[config.mk]
export PLATFORM = sky130hd
export DESIGN_NAME = completion_stage
export DESIGN_NICKNAME = d
export VERILOG_FILES = /design/src/rtl/stage_pkg.sv /design/src/rtl/dr_detect.sv /design/src/rtl/delay_timer.sv /design/src/rtl/stage_ctrl.sv /design/src/rtl/completion_stage.sv
export SDC_FILE = /design/constraint.sdc
export NUM_CORES = 1
export LEC_CHECK = 0
export BUFFER_PORTS_ARGS = -buffer_cell sky130_fd_sc_hd__buf_2
export CORE_UTILIZATION = 59
export DETAILED_ROUTE_END_ITERATION = 7
export PLACE_DENSITY = 0.94
export SYNTH_ARGS = -nofsm -noshare
export SYNTH_HDL_FRONTEND = slang
export SYNTH_HIERARCHICAL = 1
export SYNTH_SLANG_ARGS = --single-unit
[constraint.sdc]
create_clock -name clk -period 3.6 [get_ports clk]
set_input_delay 0.72 -clock clk [delete_from_list [all_inputs] [get_ports clk]]
set_output_delay 0.72 -clock clk [all_outputs]
set_load 0.005 [all_outputs]
[src/rtl/stage_pkg.sv]
package stage_pkg;

  typedef enum logic [1:0] {
    ST_IDLE = 2'd0,
    ST_RUN  = 2'd1,
    ST_HOLD = 2'd2
  } stage_st_t;

  // pair code written as {hi, lo}
  typedef enum logic [1:0] {
    PC_EMPTY = 2'b00,
    PC_ZERO  = 2'b01,
    PC_ONE   = 2'b10,
    PC_BAD   = 2'b11
  } pair_code_t;

  localparam logic MODE_DUAL  = 1'b0;
  localparam logic MODE_DELAY = 1'b1;

  function automatic pair_code_t classify(input logic hi, input logic lo);
    return pair_code_t'({hi, lo});
  endfunction

endpackage

[src/rtl/dr_detect.sv]
module dr_detect
  import stage_pkg::*;
#(
  parameter int WIDTH = 8
) (
  input  logic             clk,
  input  logic             rst,
  input  logic             chk_en,
  input  logic [WIDTH-1:0] rail_hi,
  input  logic [WIDTH-1:0] rail_lo,
  output logic [WIDTH-1:0] val_bits,
  output logic             all_valid,
  output logic             all_spacer,
  output logic             err
);

  logic [WIDTH-1:0] hi_q;
  logic [WIDTH-1:0] lo_q;
  logic [WIDTH-1:0] pair_ok;
  logic [WIDTH-1:0] pair_empty;
  logic [WIDTH-1:0] pair_bad;
  logic             err_q;

  always_ff @(posedge clk) begin
    if (rst) begin
      hi_q <= '0;
      lo_q <= '0;
    end else begin
      hi_q <= rail_hi;
      lo_q <= rail_lo;
    end
  end

  for (genvar i = 0; i < WIDTH; i++) begin : g_pair
    pair_code_t code;
    assign code          = classify(hi_q[i], lo_q[i]);
    assign pair_ok[i]    = (code == PC_ZERO) || (code == PC_ONE);
    assign pair_empty[i] = (code == PC_EMPTY);
    assign pair_bad[i]   = (code == PC_BAD);
  end

  always_ff @(posedge clk) begin
    if (rst) begin
      err_q <= 1'b0;
    end else if (chk_en && (|pair_bad)) begin
      err_q <= 1'b1;
    end
  end

  assign val_bits   = hi_q;
  assign all_valid  = &pair_ok;
  assign all_spacer = &pair_empty;
  assign err        = err_q;

endmodule

[src/rtl/delay_timer.sv]
module delay_timer #(
  parameter int DELAY = 5
) (
  input  logic clk,
  input  logic rst,
  input  logic run,
  output logic done
);

  localparam int CW = $clog2(DELAY + 1);

  logic [CW-1:0] cnt;
  logic          done_q;

  always_ff @(posedge clk) begin
    if (rst) begin
      cnt    <= '0;
      done_q <= 1'b0;
    end else begin
      if (!run) begin
        cnt <= '0;
      end else if (cnt != CW'(DELAY)) begin
        cnt <= cnt + CW'(1);
      end
      done_q <= run && (cnt == CW'(DELAY - 1));
    end
  end

  assign done = done_q;

  AST_DONE_PULSE: assert property (@(posedge clk) disable iff (rst)
    done |=> !done);

  AST_DONE_WHILE_RUN: assert property (@(posedge clk) disable iff (rst)
    done |-> $past(run));

endmodule

[src/rtl/stage_ctrl.sv]
module stage_ctrl
  import stage_pkg::*;
#(
  parameter int WIDTH = 8
) (
  input  logic             clk,
  input  logic             rst,
  input  logic             req_in,
  input  logic             ack_out,
  input  logic             mode,
  input  logic             dr_valid,
  input  logic             dr_spacer,
  input  logic             dr_err,
  input  logic             tmr_done,
  input  logic [WIDTH-1:0] cap_bits,
  output logic             chk_en,
  output logic             start,
  output logic             ack_in,
  output logic             req_out,
  output logic [WIDTH-1:0] data_out
);

  stage_st_t        state;
  logic             s_req;
  logic             s_ack;
  logic             s_mode;
  logic             mode_q;
  logic             start_q;
  logic             ack_q;
  logic             reqo_q;
  logic [WIDTH-1:0] data_q;
  logic             finish;
  logic             go;
  logic             ack_nx;
  logic             reqo_nx;

  assign go      = s_req && ((s_mode == MODE_DELAY) || dr_spacer);
  assign finish  = (mode_q == MODE_DELAY) ? tmr_done : (dr_valid && !dr_err);
  assign ack_nx  = ack_q && s_req;
  assign reqo_nx = reqo_q && !s_ack;

  always_ff @(posedge clk) begin
    if (rst) begin
      s_req   <= 1'b0;
      s_ack   <= 1'b0;
      s_mode  <= MODE_DUAL;
      mode_q  <= MODE_DUAL;
      state   <= ST_IDLE;
      start_q <= 1'b0;
      ack_q   <= 1'b0;
      reqo_q  <= 1'b0;
      data_q  <= '0;
    end else begin
      s_req  <= req_in;
      s_ack  <= ack_out;
      s_mode <= mode;
      unique case (state)
        ST_IDLE: begin
          if (go) begin
            state   <= ST_RUN;
            start_q <= 1'b1;
            mode_q  <= s_mode;
          end
        end
        ST_RUN: begin
          if (finish) begin
            state   <= ST_HOLD;
            start_q <= 1'b0;
            ack_q   <= 1'b1;
            reqo_q  <= 1'b1;
            data_q  <= cap_bits;
          end
        end
        ST_HOLD: begin
          ack_q  <= ack_nx;
          reqo_q <= reqo_nx;
          if (!ack_nx && !reqo_nx && !s_ack) begin
            state <= ST_IDLE;
          end
        end
        default: state <= ST_IDLE;
      endcase
    end
  end

  assign chk_en   = (state == ST_RUN) && (mode_q == MODE_DUAL);
  assign start    = start_q;
  assign ack_in   = ack_q;
  assign req_out  = reqo_q;
  assign data_out = data_q;

  AST_START_NEEDS_REQ: assert property (@(posedge clk) disable iff (rst)
    $rose(start_q) |-> $past(s_req));

  AST_ACK_AFTER_DONE: assert property (@(posedge clk) disable iff (rst)
    $rose(ack_q) |-> $past((mode_q == MODE_DELAY) ? tmr_done : (dr_valid && !dr_err)));

  AST_NO_ACK_ON_ERR: assert property (@(posedge clk) disable iff (rst)
    (dr_err && (state == ST_RUN)) |=> !ack_q);

  AST_SPACER_FIRST: assert property (@(posedge clk) disable iff (rst)
    ($rose(start_q) && (mode_q == MODE_DUAL)) |-> $past(dr_spacer));

  AST_DATA_HOLD: assert property (@(posedge clk) disable iff (rst)
    !$rose(ack_q) |-> $stable(data_q));

  AST_NO_START_WITH_ACK: assert property (@(posedge clk) disable iff (rst)
    !(start_q && ack_q));

endmodule

[src/rtl/completion_stage.sv]
module completion_stage #(
  parameter int WIDTH = 8,
  parameter int DELAY = 5
) (
  input  logic             clk,
  input  logic             rst,
  input  logic             req_in,
  output logic             ack_in,
  output logic             start,
  input  logic             mode,
  input  logic [WIDTH-1:0] rail_hi,
  input  logic [WIDTH-1:0] rail_lo,
  output logic             req_out,
  input  logic             ack_out,
  output logic [WIDTH-1:0] data_out,
  output logic             err
);

  logic [WIDTH-1:0] val_bits;
  logic             all_valid;
  logic             all_spacer;
  logic             dr_err;
  logic             chk_en;
  logic             tmr_done;

  dr_detect #(.WIDTH(WIDTH)) u_detect (
    .clk       (clk),
    .rst       (rst),
    .chk_en    (chk_en),
    .rail_hi   (rail_hi),
    .rail_lo   (rail_lo),
    .val_bits  (val_bits),
    .all_valid (all_valid),
    .all_spacer(all_spacer),
    .err       (dr_err)
  );

  delay_timer #(.DELAY(DELAY)) u_timer (
    .clk (clk),
    .rst (rst),
    .run (start),
    .done(tmr_done)
  );

  stage_ctrl #(.WIDTH(WIDTH)) u_ctrl (
    .clk      (clk),
    .rst      (rst),
    .req_in   (req_in),
    .ack_out  (ack_out),
    .mode     (mode),
    .dr_valid (all_valid),
    .dr_spacer(all_spacer),
    .dr_err   (dr_err),
    .tmr_done (tmr_done),
    .cap_bits (val_bits),
    .chk_en   (chk_en),
    .start    (start),
    .ack_in   (ack_in),
    .req_out  (req_out),
    .data_out (data_out)
  );

  assign err = dr_err;

endmodule

==> results of run 1 <==
## layout make-up
cell class	instances	area, sq um	area share, %
Clock inverter	3	68.8	3.20
Inverter	21	78.8	3.66
Timing Repair Buffer	32	160	7.44
Sequential cell	38	761	35.3
Multi-Input combinational cell	135	991	46.0
Tap cell	44	55.1	2.56
Clock buffer	5	37.5	1.74
## path summary, 6_finish.rpt
| check | to | slack, ps |
|---|---|---|
| worst min-delay path | u_ctrl/mode_q | 460 |
| worst max register to register | u_ctrl/start | 1570 |
| worst min register to register | u_ctrl/mode_q | 460 |
| worst max-delay path | u_ctrl/start | 1570 |
## metrics by stage
step                power [mW]  hold WS (ps)  setup slack (ps)  instances  area [sq um]
floorplan                0.503           438              2070        203          1890
global placement         0.525           448              1660        270          2050
detailed placement       0.530           462              1590        270          2050
CTS                      0.894           466              1570        278          2150
global route             0.921           491              1380        278          2150
finish                   0.888           455              1570        278          2150
## Yosys cell counts
master and n:
and3b_1 1, nor3b_2 1, inv_2 1, nor2_1 7, and2_1 1, o211a_1 1, inv_1 20, o21ai_1 1
nand2_1 13, nand3b_1 1, or4_4 1, ha_1 19, clkbuf_1 1, nor3_1 2, nor4b_2 1, a211oi_1 1
or3b_1 1, buf_4 4, buf_6 1, o21ai_2 1, nor2b_1 28, buf_2 3, a22oi_1 8, o31ai_1 1
or3_1 1, or4_1 1, nand3_1 18, and4bb_1 8, nand2b_1 3, a21oi_1 6, dfxtp_1 38, mux2i_1 1
a211o_1 1, a21bo_1 1, a21o_1 1, nor3_2 1, nand4_1 4
## power breakdown
group | switching (mW) | internal, mW
clock network | 0.151 | 0.217
registers | 0.0143 | 0.437
logic | 0.0331 | 0.0356
total | 0.198 | 0.690
## state kept, by name, summed over array words and instances (netlist names), 2 cells and up
signal	flops
u_detect/val_bits	8
u_ctrl/data_out	8
u_detect/lo_q	8
u_ctrl/state	2
u_timer/cnt	3
## critical path: cells and delay by family (launching register included)
kind / cells / cell delay (ps)
buffers and inverters: 1 / 50
adders and majority gates: 1 / 290
and+or+nand+nor: 4 / 950
DFF: 1 / 370
AOI/OAI and AO/OA: 1 / 290
## logic make-up (layout without fill, tap and decap cells)
logic type	count (synthesis)	after routing	synth area share (%)
multiplexers	1	1	0.529
buffers and inverters	30	61	7.35
AND/OR/NAND/NOR	93	93	31.1
AO/OA/AOI/OAI	22	22	8.21
flip-flops	38	38	40.2
adder cells (fa/ha/maj)	19	19	12.6
## routing by layer
metal | track usage, % | wire [um] | up-vias
met2 | 37.8 | 1600 | 37
met4 | 10.2 | 72 | 0
li1 | - | - | 745
met5 | 0 | 0 | -
met1 | 24.7 | 1460 | 641
met3 | 5.93 | 156 | 8
==> results.cfg, run 1 <==
[status]
status = completed

[min_path]
worstHoldStart = u_ctrl/s_mode
min_path_type = flop to flop
hold_path_depth = 2

[timing]
post-route-period-util_pct = 56.5
period_needed_ps = 2030
drv_slew = 0
rsz0062_at_grt = no
finalHoldViolCount = 0
max_freq_ghz = 0.492
final-setup-viol-count = 0
fin_setup_tns_ps = 0
worstMarginPinSlew_ps = 659
relSlewSlack_pct = 55.9
clock_skew_ps = 19.4

[layout]
antenna_cells = 0
n_fill_cell = 250
fin_util_pct = 70.5
drive_above_1_share_pct = 19.7
area_growth_pct = 13.8
final_common_cell = dfxtp_1
fin_nets = 273
final_cell_mix = dfxtp_1, buf_2, nor2b_1

[grt]
antenna_found_initial = 0
overflow = 0
grt_pass1_vias = 1302
grt_start_max_net_pins = 43
grt_usage_pct = 21.7
grt_pass1_wl_um = 5530

[place]
port_buffers = 32
gp_congestion = 0.773
dp_hpwl_um = 2390

[floorplan]
die_y_um = 58.6
fp.dieW_um = 58.6
start_util_pct = 61.9
core_sq_um = 3050
io_pins = 33
dieArea_sq_um = 3430
rows = 20

[setup_path]
critPathSlowestCell = nor3b_2
reg2reg_depth = 7
worstSetupStartpointType = flop
regToRegStartpoint = u_detect/val_bits[7]
critPathKind = flop to flop
crit_arrival_ps = 2310
setup.worst_path.start = u_detect/val_bits[7]
required_ps = 3880
cp_max_fo = 11
slowest_delay_ps = 580
crit_chain = inv_1, ha_1, nand4_1, nor2_1, nor3b_2, nor3_1, a211o_1
end_kind = flop

[route]
wl_per_cell_um = 11.8
wirelength_um = 3290
dr.pass1.iters = 7
vias = 1431
routed_via_density = 5.15
drt.antenna.violating_nets = 0
drt_iter0_markers = 37
remaining_drc_errors = 0

[synth]
synth_area_sq_um = 1890
synth_top_cell_by_area = dfxtp_1
netlist-cell-type-count = 37
syn_nets = 243
yosys_warnings = 6
synth-seq-cells = 38
ys_seq_area_share_pct = 40.2
synth_area_per_cell_sq_um = 9.31
syn_inst = 203
yosysTopAreaCellShare_pct = 40.2
synth.area.top_cells = dfxtp_1, ha_1, nor2b_1

[run]
maxCapViolCount = 0

[pwr]
p_leak_nw = 1.00
irDropWorstVdd_uv = 426
pwr_density_cell_nw_per_um2 = 413

[clocking]
path_clk_slew_ps = 130
h-tree-depth = 2
cts-root-buf = clkbuf_4
ctsResizeCount = 0
cts_max_path_buffers = 2
postCtsSetupBuffers = 0
cts-buffers-inserted = 5
clk_latency_ps = 380
cts_tree = done
cts_sinks = 38
ctsHoldBuffers = 0
No activity file was read; power rests on OpenSTA's default activity.
==> run 2, diff against run 1 <==
--- a/config.mk
+++ b/config.mk
@@ -6,9 +6,9 @@
 export NUM_CORES = 1
 export LEC_CHECK = 0
 export BUFFER_PORTS_ARGS = -buffer_cell sky130_fd_sc_hd__buf_2
-export CORE_UTILIZATION = 59
+export CORE_UTILIZATION = 55
 export DETAILED_ROUTE_END_ITERATION = 7
-export PLACE_DENSITY = 0.94
+export PLACE_DENSITY = 0.9
 export SYNTH_ARGS = -nofsm -noshare
 export SYNTH_HDL_FRONTEND = slang
 export SYNTH_HIERARCHICAL = 1
==> constraint.sdc (replaced) <==
create_clock -name clk -period 1.9 [get_ports clk]
set_input_delay 0.38 -clock clk [delete_from_list [all_inputs] [get_ports clk]]
set_output_delay 0.38 -clock clk [all_outputs]
set_load 0.005 [all_outputs]
==> results.cfg, run 2 (synthesized netlist as in run 1, its figures left out) <==
[status]
status = completed

[pwr]
irDropWorstVdd_uv = 474
pwr_density_cell_nw_per_um2 = 669
p_sw_share_pct = 24.2
p_int_mw = 1.08
clockPowerShare_pct = 30.5
combPwrFrac_pct = 9.2
p_leak_nw = 0.992
power.share.sequential_pct = 60.2
fin_total_pwr_mw = 1.42
power_switching_mw = 0.344

[layout]
antenna_cells = 0
fin_nets = 275
final-seq-area_sq_um = 761
n_fill_cell = 269
final_common_cell = dfxtp_1
final_cell_mix = dfxtp_1, buf_2, nor2b_1
drive_above_1_share_pct = 19.9
fin_util_pct = 67.3
multi_input_area_sq_um = 991
area_growth_pct = 12.2
fin_area_sq_um = 2120

[timing]
final-setup-viol-count = 0
worstMarginPinSlew_ps = 448
relSlewSlack_pct = 70.1
finalHoldViolCount = 0
clock_skew_ps = 24.7
rsz0062_at_grt = no
drv_slew = 0
max_freq_ghz = 0.565
whs_ps = 226
fin_setup_tns_ps = 0
period_needed_ps = 1770
post-route-period-util_pct = 93.2

[clocking]
h-tree-depth = 2
ctsHoldBuffers = 0
clk_latency_ps = 350
cts_sinks = 38
cts_max_path_buffers = 2
cts_tree = done
ctsResizeCount = 0
path_clk_slew_ps = 130
cts-root-buf = clkbuf_4
cts-buffers-inserted = 5
postCtsSetupBuffers = 0

[place]
dp_hpwl_um = 2430
placed_area_sq_um = 2060
port_buffers = 32
gp_congestion = 0.799

[route]
drt_iter0_markers = 95
dr.pass1.iters = 5
wirelength_um = 3390
remaining_drc_errors = 0
wl_per_cell_um = 12.1
drt.antenna.violating_nets = 0
routed_via_density = 5.34
vias = 1495

[setup_path]
end_kind = flop
worstSetupStartpointType = flop
cp_max_fo = 8
critPathKind = flop to flop
crit_arrival_ps = 2000
required_ps = 2130

[floorplan]
start_util_pct = 60.0
core_sq_um = 3150
rows = 20
dieArea_sq_um = 3680
fp.dieW_um = 60.6
io_pins = 33
die_y_um = 60.6

[grt]
grt_start_max_net_pins = 28
grt_pass1_vias = 1315
overflow = 0
grt_pass1_wl_um = 5640
grt_usage_pct = 21.4
antenna_found_initial = 0

[min_path]
min_path_type = input port to flop

[run]
maxCapViolCount = 0
[run 2: path summary, 6_finish.rpt]
| kind | start | depth (start not counted) | slack, ps | to |
|---|---|---|---|---|
| worst max register to register | u_detect/val_bits[4] | 7 | 130 | u_ctrl/data_out[0] |
| worst min register to register | u_ctrl/s_mode | 2 | 470 | u_ctrl/mode_q |
| worst min-delay path | req_in | 2 | 230 | u_ctrl/s_req |
| worst max-delay path | u_detect/val_bits[4] | 7 | 130 | u_ctrl/data_out[0] |
[run 2: layout make-up]
cell class	instances	share of cell area, %
Clock buffer	7	2.60
Clock inverter	1	0.236
Inverter	21	3.72
Multi-Input combinational cell	135	46.7
Sequential cell	38	35.9
Tap cell	44	2.60
Timing Repair Buffer	34	8.26
[run 2: power groups by stage]
stage / Clock [mW] / Sequential [mW] / Combinational (mW)
global route: 0.489 / 0.861 / 0.151
floorplan: 0 / 0.865 / 0.0878
global placement: 0 / 0.871 / 0.125
finish: 0.434 / 0.855 / 0.131
detailed placement: 0 / 0.873 / 0.131
CTS: 0.439 / 0.855 / 0.133
[run 2: stage by stage]
step           instances  setup slack [ps]
5_1_grt              280              9.33
3_3_place_gp         272               180
6_report             280               130
4_1_cts              280               145
3_5_place_dp         272               153
2_1_floorplan        203               373
[run 2: routing by layer]
| metal | vias to the layer above | wire length (um) | part of all wire (%) | global-route usage, % |
|---|---|---|---|---|
| met5 | - | 0 | 0 | 0 |
| met4 | 0 | 65 | 1.9 | 9.74 |
| met3 | 7 | 209 | 6.2 | 6.61 |
| met2 | 49 | 1630 | 48 | 35.5 |
| met1 | 689 | 1480 | 44 | 25.5 |
| li1 | 750 | - | - | - |
[run 2: worst max-delay path, stage by stage (launching register included)]
cell and delay (ps):
dfxtp_1 400, inv_1 60, ha_1 270, nand4_1 100
nor2_1 140, or3b_1 500, nand3_1 110, nand3_1 80
